### src/rtl/mfb_pkg.sv
package mfb_pkg;
  localparam int LD_PORTS = 2;

  typedef enum logic [2:0] {
    ACT_IDLE,
    ACT_MERGE,
    ACT_ALLOC,
    ACT_FULL,
    ACT_BUSY
  } act_e;
endpackage

### src/rtl/mfb_first_set.sv
module mfb_first_set #(
  parameter int N  = 4,
  parameter int IW = (N > 1) ? $clog2(N) : 1
) (
  input  logic [N-1:0]  vec,
  output logic          found,
  output logic [IW-1:0] idx
);
  always_comb begin
    found = 1'b0;
    idx   = '0;
    for (int i = N - 1; i >= 0; i--) begin
      if (vec[i]) begin
        found = 1'b1;
        idx   = IW'(i);
      end
    end
  end
endmodule

### src/rtl/mfb_cam.sv
module mfb_cam #(
  parameter int N  = 4,
  parameter int AW = 8,
  parameter int IW = (N > 1) ? $clog2(N) : 1
) (
  input  logic [N-1:0]         live,
  input  logic [N-1:0][AW-1:0] tags,
  input  logic [AW-1:0]        key,
  output logic [N-1:0]         match,
  output logic                 hit,
  output logic [IW-1:0]        idx
);
  for (genvar i = 0; i < N; i++) begin : g_cmp
    assign match[i] = live[i] && (tags[i] == key);
  end

  mfb_first_set #(.N(N), .IW(IW)) u_pick (
    .vec  (match),
    .found(hit),
    .idx  (idx)
  );
endmodule

### src/rtl/miss_fill_buffer.sv
module miss_fill_buffer
  import mfb_pkg::*;
#(
  parameter int NUM_ENTRIES = 10,
  parameter int WAITERS     = 2,
  parameter int AW          = 12,
  parameter int UW          = 6,
  parameter int DW          = 32,
  parameter int CW          = 16,
  localparam int IW  = (NUM_ENTRIES > 1) ? $clog2(NUM_ENTRIES) : 1,
  localparam int WIW = (WAITERS > 1) ? $clog2(WAITERS) : 1
) (
  input  logic                             clk,
  input  logic                             rst_n,
  input  logic                             flush,
  input  logic [LD_PORTS-1:0]              ld_valid,
  input  logic [LD_PORTS-1:0][AW-1:0]      ld_line,
  input  logic [LD_PORTS-1:0][UW-1:0]      ld_uop,
  output logic [LD_PORTS-1:0]              ld_ready,
  output logic                             mem_req_valid,
  input  logic                             mem_req_ready,
  output logic [IW-1:0]                    mem_req_idx,
  output logic [AW-1:0]                    mem_req_line,
  input  logic                             mem_rsp_valid,
  input  logic [IW-1:0]                    mem_rsp_idx,
  input  logic [DW-1:0]                    mem_rsp_data,
  output logic [WAITERS-1:0]               byp_valid,
  output logic [WAITERS-1:0][UW-1:0]       byp_uop,
  output logic [DW-1:0]                    byp_data,
  output logic                             fill_valid,
  output logic [AW-1:0]                    fill_line,
  output logic [DW-1:0]                    fill_data,
  output logic [CW-1:0]                    full_events
);
  localparam int N = NUM_ENTRIES;

  // Entry state
  logic [N-1:0]                        e_valid, e_cancel, e_issued;
  logic [N-1:0][AW-1:0]                e_addr;
  logic [N-1:0][WAITERS-1:0]           e_wv;
  logic [N-1:0][WAITERS-1:0][UW-1:0]   e_wuop;
  logic [N-1:0]                        n_valid, n_cancel, n_issued;
  logic [N-1:0][AW-1:0]                n_addr;
  logic [N-1:0][WAITERS-1:0]           n_wv;
  logic [N-1:0][WAITERS-1:0][UW-1:0]   n_wuop;

  logic [N-1:0] rsp_vec, live, free_v, free_rest;
  assign rsp_vec   = mem_rsp_valid ? (N'(1) << mem_rsp_idx) : '0;
  assign live      = e_valid & ~e_cancel & ~rsp_vec;
  assign free_v    = ~e_valid;
  assign free_rest = free_v & (free_v - N'(1));

  logic          ff0, ff1;
  logic [IW-1:0] fi0, fi1;
  mfb_first_set #(.N(N), .IW(IW)) u_free0 (.vec(free_v),    .found(ff0), .idx(fi0));
  mfb_first_set #(.N(N), .IW(IW)) u_free1 (.vec(free_rest), .found(ff1), .idx(fi1));

  // Per-port lookup and merge-slot search
  logic [LD_PORTS-1:0][N-1:0]   cam_match;
  logic [LD_PORTS-1:0]          cam_hit, slot_ok;
  logic [LD_PORTS-1:0][IW-1:0]  cam_idx;
  logic [LD_PORTS-1:0][WIW-1:0] slot;

  for (genvar p = 0; p < LD_PORTS; p++) begin : g_port
    logic [WAITERS-1:0] open_slots;
    assign open_slots = ~e_wv[cam_idx[p]];
    mfb_cam #(.N(N), .AW(AW), .IW(IW)) u_cam (
      .live (live),
      .tags (e_addr),
      .key  (ld_line[p]),
      .match(cam_match[p]),
      .hit  (cam_hit[p]),
      .idx  (cam_idx[p])
    );
    mfb_first_set #(.N(WAITERS), .IW(WIW)) u_slot (
      .vec  (open_slots),
      .found(slot_ok[p]),
      .idx  (slot[p])
    );
  end

  // Port verdicts: port 0 first, port 1 sees what port 0 took
  act_e [LD_PORTS-1:0]         act;
  logic [LD_PORTS-1:0][IW-1:0] tgt;
  logic                        same_line;
  assign same_line = ld_valid[0] && (ld_line[0] == ld_line[1]);

  always_comb begin
    act[0] = ACT_IDLE;
    tgt[0] = cam_idx[0];
    if (ld_valid[0]) begin
      if (cam_hit[0])  act[0] = slot_ok[0] ? ACT_MERGE : ACT_BUSY;
      else if (ff0)    begin act[0] = ACT_ALLOC; tgt[0] = fi0; end
      else             act[0] = ACT_FULL;
    end
    act[1] = ACT_IDLE;
    tgt[1] = cam_idx[1];
    if (ld_valid[1]) begin
      if (same_line)        act[1] = ACT_BUSY;
      else if (cam_hit[1])  act[1] = slot_ok[1] ? ACT_MERGE : ACT_BUSY;
      else if (act[0] == ACT_ALLOC) begin
        if (ff1) begin act[1] = ACT_ALLOC; tgt[1] = fi1; end
        else     act[1] = ACT_FULL;
      end else if (ff0) begin act[1] = ACT_ALLOC; tgt[1] = fi0; end
      else act[1] = ACT_FULL;
    end
  end

  for (genvar p = 0; p < LD_PORTS; p++) begin : g_rdy
    assign ld_ready[p] = (act[p] == ACT_MERGE) || (act[p] == ACT_ALLOC);
  end

  // Memory request: lowest unrequested entry, locked while stalled
  logic          pend_found, lock_q;
  logic [IW-1:0] pend_idx, lock_idx_q;
  mfb_first_set #(.N(N), .IW(IW)) u_issue (
    .vec(e_valid & ~e_issued), .found(pend_found), .idx(pend_idx)
  );
  assign mem_req_valid = lock_q || pend_found;
  assign mem_req_idx   = lock_q ? lock_idx_q : pend_idx;
  assign mem_req_line  = e_addr[mem_req_idx];

  // Response side
  for (genvar w = 0; w < WAITERS; w++) begin : g_lane
    assign byp_valid[w] = mem_rsp_valid && !flush && !e_cancel[mem_rsp_idx]
                          && e_wv[mem_rsp_idx][w];
    assign byp_uop[w]   = e_wuop[mem_rsp_idx][w];
  end
  assign byp_data   = mem_rsp_data;
  assign fill_valid = mem_rsp_valid;
  assign fill_line  = e_addr[mem_rsp_idx];
  assign fill_data  = mem_rsp_data;

  always_comb begin
    n_valid  = e_valid;
    n_cancel = e_cancel;
    n_issued = e_issued;
    n_addr   = e_addr;
    n_wv     = e_wv;
    n_wuop   = e_wuop;
    if (mem_rsp_valid) begin
      n_valid[mem_rsp_idx]  = 1'b0;
      n_cancel[mem_rsp_idx] = 1'b0;
      n_issued[mem_rsp_idx] = 1'b0;
      n_wv[mem_rsp_idx]     = '0;
    end
    if (flush) n_cancel = n_cancel | n_valid;
    if (mem_req_valid && mem_req_ready) n_issued[mem_req_idx] = 1'b1;
    for (int p = 0; p < LD_PORTS; p++) begin
      if (act[p] == ACT_ALLOC) begin
        n_valid[tgt[p]]     = 1'b1;
        n_cancel[tgt[p]]    = flush;
        n_issued[tgt[p]]    = 1'b0;
        n_addr[tgt[p]]      = ld_line[p];
        n_wv[tgt[p]]        = WAITERS'(1);
        n_wuop[tgt[p]][0]   = ld_uop[p];
      end else if (act[p] == ACT_MERGE) begin
        n_wv[tgt[p]][slot[p]]   = 1'b1;
        n_wuop[tgt[p]][slot[p]] = ld_uop[p];
      end
    end
  end

  always_ff @(posedge clk) begin
    if (!rst_n) begin
      e_valid     <= '0;
      e_cancel    <= '0;
      e_issued    <= '0;
      e_addr      <= '0;
      e_wv        <= '0;
      e_wuop      <= '0;
      lock_q      <= 1'b0;
      lock_idx_q  <= '0;
      full_events <= '0;
    end else begin
      e_valid     <= n_valid;
      e_cancel    <= n_cancel;
      e_issued    <= n_issued;
      e_addr      <= n_addr;
      e_wv        <= n_wv;
      e_wuop      <= n_wuop;
      lock_q      <= mem_req_valid && !mem_req_ready;
      lock_idx_q  <= mem_req_idx;
      full_events <= full_events + CW'(act[0] == ACT_FULL) + CW'(act[1] == ACT_FULL);
    end
  end

  // Checks beside the logic
  p_req_hold_r2: assert property (@(posedge clk) disable iff (!rst_n)
    mem_req_valid && !mem_req_ready |=> mem_req_valid && $stable(mem_req_idx)
                                        && $stable(mem_req_line));
  p_rsp_live_r4: assert property (@(posedge clk) disable iff (!rst_n)
    mem_rsp_valid |-> e_valid[mem_rsp_idx] && e_issued[mem_rsp_idx]);
  p_cancel_silent_r5: assert property (@(posedge clk) disable iff (!rst_n)
    mem_rsp_valid && (flush || e_cancel[mem_rsp_idx]) |-> byp_valid == '0);
  p_flush_cancels_r5: assert property (@(posedge clk) disable iff (!rst_n)
    flush |=> (e_valid & ~e_cancel) == '0);
  p_no_early_free_r6: assert property (@(posedge clk) disable iff (!rst_n)
    (e_valid != '0) |=> (($past(e_valid) & ~$past(rsp_vec)) & ~e_valid) == '0);
  p_unique_line_r3: assert property (@(posedge clk) disable iff (!rst_n)
    $onehot0(cam_match[0]));
  p_count_quiet_r7: assert property (@(posedge clk) disable iff (!rst_n)
    (ld_valid & ~ld_ready) == '0 |=> $stable(full_events));
  p_port0_first_r8: assert property (@(posedge clk) disable iff (!rst_n)
    ld_valid == 2'b11 && !cam_hit[0] && !cam_hit[1] && !same_line && ld_ready[1]
      |-> ld_ready[0]);
endmodule

### config.mk
export PLATFORM = sky130hd
export DESIGN_NAME = miss_fill_buffer
export DESIGN_NICKNAME = d
export VERILOG_FILES = /design/src/rtl/mfb_pkg.sv /design/src/rtl/mfb_first_set.sv /design/src/rtl/mfb_cam.sv /design/src/rtl/miss_fill_buffer.sv
export SDC_FILE = /design/constraint.sdc
export NUM_CORES = 1
export LEC_CHECK = 0
export ABC_AREA = 0
export CORE_MARGIN = 5
export CORE_UTILIZATION = 40
export CTS_CLUSTER_DIAMETER = 150
export DETAILED_ROUTE_END_ITERATION = 8
export PLACE_DENSITY = 0.69
export SYNTH_ARGS = -nofsm -noshare
export SYNTH_HDL_FRONTEND = slang
export SYNTH_HIERARCHICAL = 1
export SYNTH_SLANG_ARGS = --single-unit
### constraint.sdc
create_clock -name clk -period 17.03 [get_ports clk]
set_input_delay 2.5545 -clock clk [delete_from_list [all_inputs] [get_ports clk]]
set_output_delay 2.5545 -clock clk [all_outputs]
set_load 0.005 [all_outputs]
==> flow_summary_export.csv <==
group,metric,value,unit
power,netSwitchingFraction,0.298,
power,p_sw,588,uW
setup_path,critical_path.max_stage_delay,0.91,ns
power,power_density,80.2,nW/um^2
timing,fin_skew,0.0382,ns
timing,grt_setup_unrepaired,"no",
timing,hold_ws,0.470,ns
setup_path,crit_path_top_delay_cell,"a221oi_2",
global_routing,gr-total-overflow,0,
outcome,status,"finished clean",
logic_synthesis,synth_async_sr_flop_share,0,
logic_synthesis,yosysWarnings,6,
routing,drt_pass1_iterations,6,
die,dieHeight,247,um
timing,fin_ws,6.48,ns
global_routing,antenna_found_initial,3,
placement,io_buffers,108,
timing,finalHoldViolCount,0,
routing,ant_nets,0,
logic_synthesis,yosys.area_share.adder,0.00145,
routing,via_per_inst,6.21,
clock_tree,clock_latency,0.58,ns
finish,layout_commonest_cell,"dfxtp_1",
logic_synthesis,synth_edf_count,0,
timing,post-route-period-util,0.620,
power,power.internal,1390,uW
logic_synthesis,synth_mux_area_frac,0.222,
clock_tree,cts_max_level,2,
routing,drt_iter0_markers,2276,
power,leakage,0.00817,uW
logic_synthesis,synthDistinctLibCells,75,
clock_tree,cts_root_buffer,"clkbuf_16",
timing,worstMarginPinSlew,1.26,ns
clock_tree,hold_buffers,0,
clock_tree,clkTransAtPathRegs,0.06,ns
logic_synthesis,postSynthAreaPerCell,8.65,um^2
placement,place_hpwl,56400,um
clock_tree,cts_tree,"done",
setup_path,path_common_cell,"nand2_1",
routing,drc,0,
global_routing,grt_first_pass_wirelength,124000,um
die,io_pins,205,
timing,fmax,0.0948,GHz
global_routing,grt_pass1_vias,19851,
timing,relSlewSlack,0.162,
finish,drive_gt1_frac,0.162,
logic_synthesis,synthFlopType,"dfxtp_1",
die,core,55300,um^2
min_path,hold_class,"reg -> reg",
placement,post-place-ws,6.57,ns
die,num_rows,86,
timing,post-route-min-period,10.55,ns
clock_tree,clkSinkCount,311,
logic_synthesis,ys_ff_latch,311,
setup_path,path_cells,"clkdlybuf4s50_1, buf_4, nor2b_2, buf_4, nand3_1, nand2_1, nor2_1, nand2_1, nor4_2, inv_1, a221o_1, a221oi_2, mux4_2, nand2_1, a21oi_1, a31oi_1, or2_1, mux2_2, nand2_1, inv_1, clkdlybuf4s50_1",
setup_path,start_kind,"input pin",
routing,routedWlPerCell,24.9,um
routing,vias,20419,
logic_synthesis,yosysSeqAreaShare,0.278,
global_routing,grt_max_degree,88,
global_routing,grt_usage,0.260,
logic_synthesis,synth_top_family_by_area,"multiplexers",
die,start_util,0.405,
finish,final_cell_mix,"311 x dfxtp_1, 254 x xnor2_1, 245 x nand2_1",
setup_path,crit_fanout,31,
finish,syn2layout_area_growth,9.84,%
setup_path,end_kind,"output pin",
timing,finalSetupViolCount,0,
logic_synthesis,syn_inst,2592,
clock_tree,cts_buffers,39,
logic_synthesis,synth-xor-area-share,0.102,
placement,gp_congestion,0.958,
timing,report.final.slew_viol_count,0,
logic_synthesis,synth-simple-area-share,0.180,
power,p_clk_frac,0.435,
setup_path,worstPathArrival,8.00,ns
setup_path,cp.required,14.48,ns
logic_synthesis,netlist_area,22400,um^2
flow_run,max_cap_viol_count,0,
routing,drt-total-wl,82000,um
setup_path,rrSetupSlack,11.04,ns
die,die_area,60900,um^2
logic_synthesis,synth_compound_area_frac,0.140,
power,pwr-share-comb,0.172,
finish,nets,2590,
clock_tree,post-cts-setup-buffer-count,0,
clock_tree,clockBufferDepth,3,
timing,fin_tns_setup,0,ns
die,dieWidth,247,um
power,seq_power_share,0.394,
setup_path,worstSetupPathType,"in -> out",
power,ir_drop,85.5,uV
clock_tree,cts_resized,0,
## state kept, by name, indices dropped and copies added, names as in the netlist
register and flops:
e_issued 10, full_events 16, lock_q 1, e_cancel 10, e_wuop 120, lock_idx_q 4
e_wv 20, e_valid 10, e_addr 120
## synthesized netlist by cell type, types with 17 or more instances
cell type | instances | area (um^2)
a211oi_1 | 125 | 938
a21oi_1 | 53 | 265
a22oi_1 | 33 | 248
and3_1 | 19 | 119
buf_1 | 28 | 105
buf_2 | 25 | 125
buf_4 | 74 | 556
buf_6 | 25 | 282
clkbuf_1 | 139 | 522
dfxtp_1 | 311 | 6230
inv_1 | 33 | 124
mux2_2 | 154 | 1730
mux2i_1 | 160 | 1600
mux4_2 | 73 | 1640
nand2_1 | 245 | 920
nand2b_1 | 17 | 106
nand3_1 | 156 | 781
nand4_1 | 49 | 307
nor2_1 | 234 | 878
nor4_2 | 20 | 250
o21ai_0 | 152 | 761
xnor2_1 | 254 | 2220
## logic make-up after synthesis
kind of cell             Yosys count
XOR/XNOR                         261
flip-flops                       311
AND/OR/NAND/NOR                  834
other                              1
AO/OA/AOI/OAI                    471
buffers and inverters            325
multiplexers                     387
adder cells (fa/ha/maj)            2
## through the flow
stage	area [um^2]	total power, uW	util	std cells
after floorplan	22400	1020	-	2594
after global placement	23300	1120	0.422	3216
after detailed placement	23300	1120	0.422	3216
after CTS	24600	1980	0.445	3287
after global routing	24600	2040	0.445	3287
final	24600	1970	0.445	3289
## worst max-delay path: cells and delay by family
| family | cells | cell delay [ns] |
|---|---|---|
| muxes | 2 | 0.77 |
| AOI/OAI and AO/OA | 4 | 1.54 |
| buffers and inverters | 6 | 1.64 |
| and+or+nand+nor | 9 | 1.47 |
## layout make-up
cell class,instances,area (um^2)
clock inverter,12,138
fill,5367,30700
clock buffer,59,1160
timing repair buffer,165,1500
sequential,311,6230
tap,748,936
multi-input combinational,1958,14500
antenna,2,5.00
inverter,34,133
## power by group through the flow
stage          sequential, uW  combinational (uW)  clock, uW
2_1_floorplan             780                 236          0
3_3_place_gp              791                 325          0
3_5_place_dp              792                 330          0
4_1_cts                   776                 331        871
5_1_grt                   779                 357        900
6_report                  777                 339        859
## worst paths after layout
path / from / cells after the start / end
worst min register to register: full_events[15]$_SDFF_PN0_ / 2 / full_events[15]$_SDFF_PN0_
worst min-delay path: full_events[15]$_SDFF_PN0_ / 2 / full_events[15]$_SDFF_PN0_
worst max-delay path: mem_rsp_idx[2] / 21 / ld_ready[0]
worst max register to register: e_addr[74]$_SDFF_PN0_ / 16 / e_cancel[1]$_SDFF_PN0_
## layer usage
metal  track usage  part of all wire  vias up
met4         0.140             0.061        2
met3        0.0507             0.096      247
met5             0           0.00013        -
li1              -                 -     9088
met1         0.340              0.40     9885
met2         0.407              0.45     1197
Power figures use the tool's default switching activity.
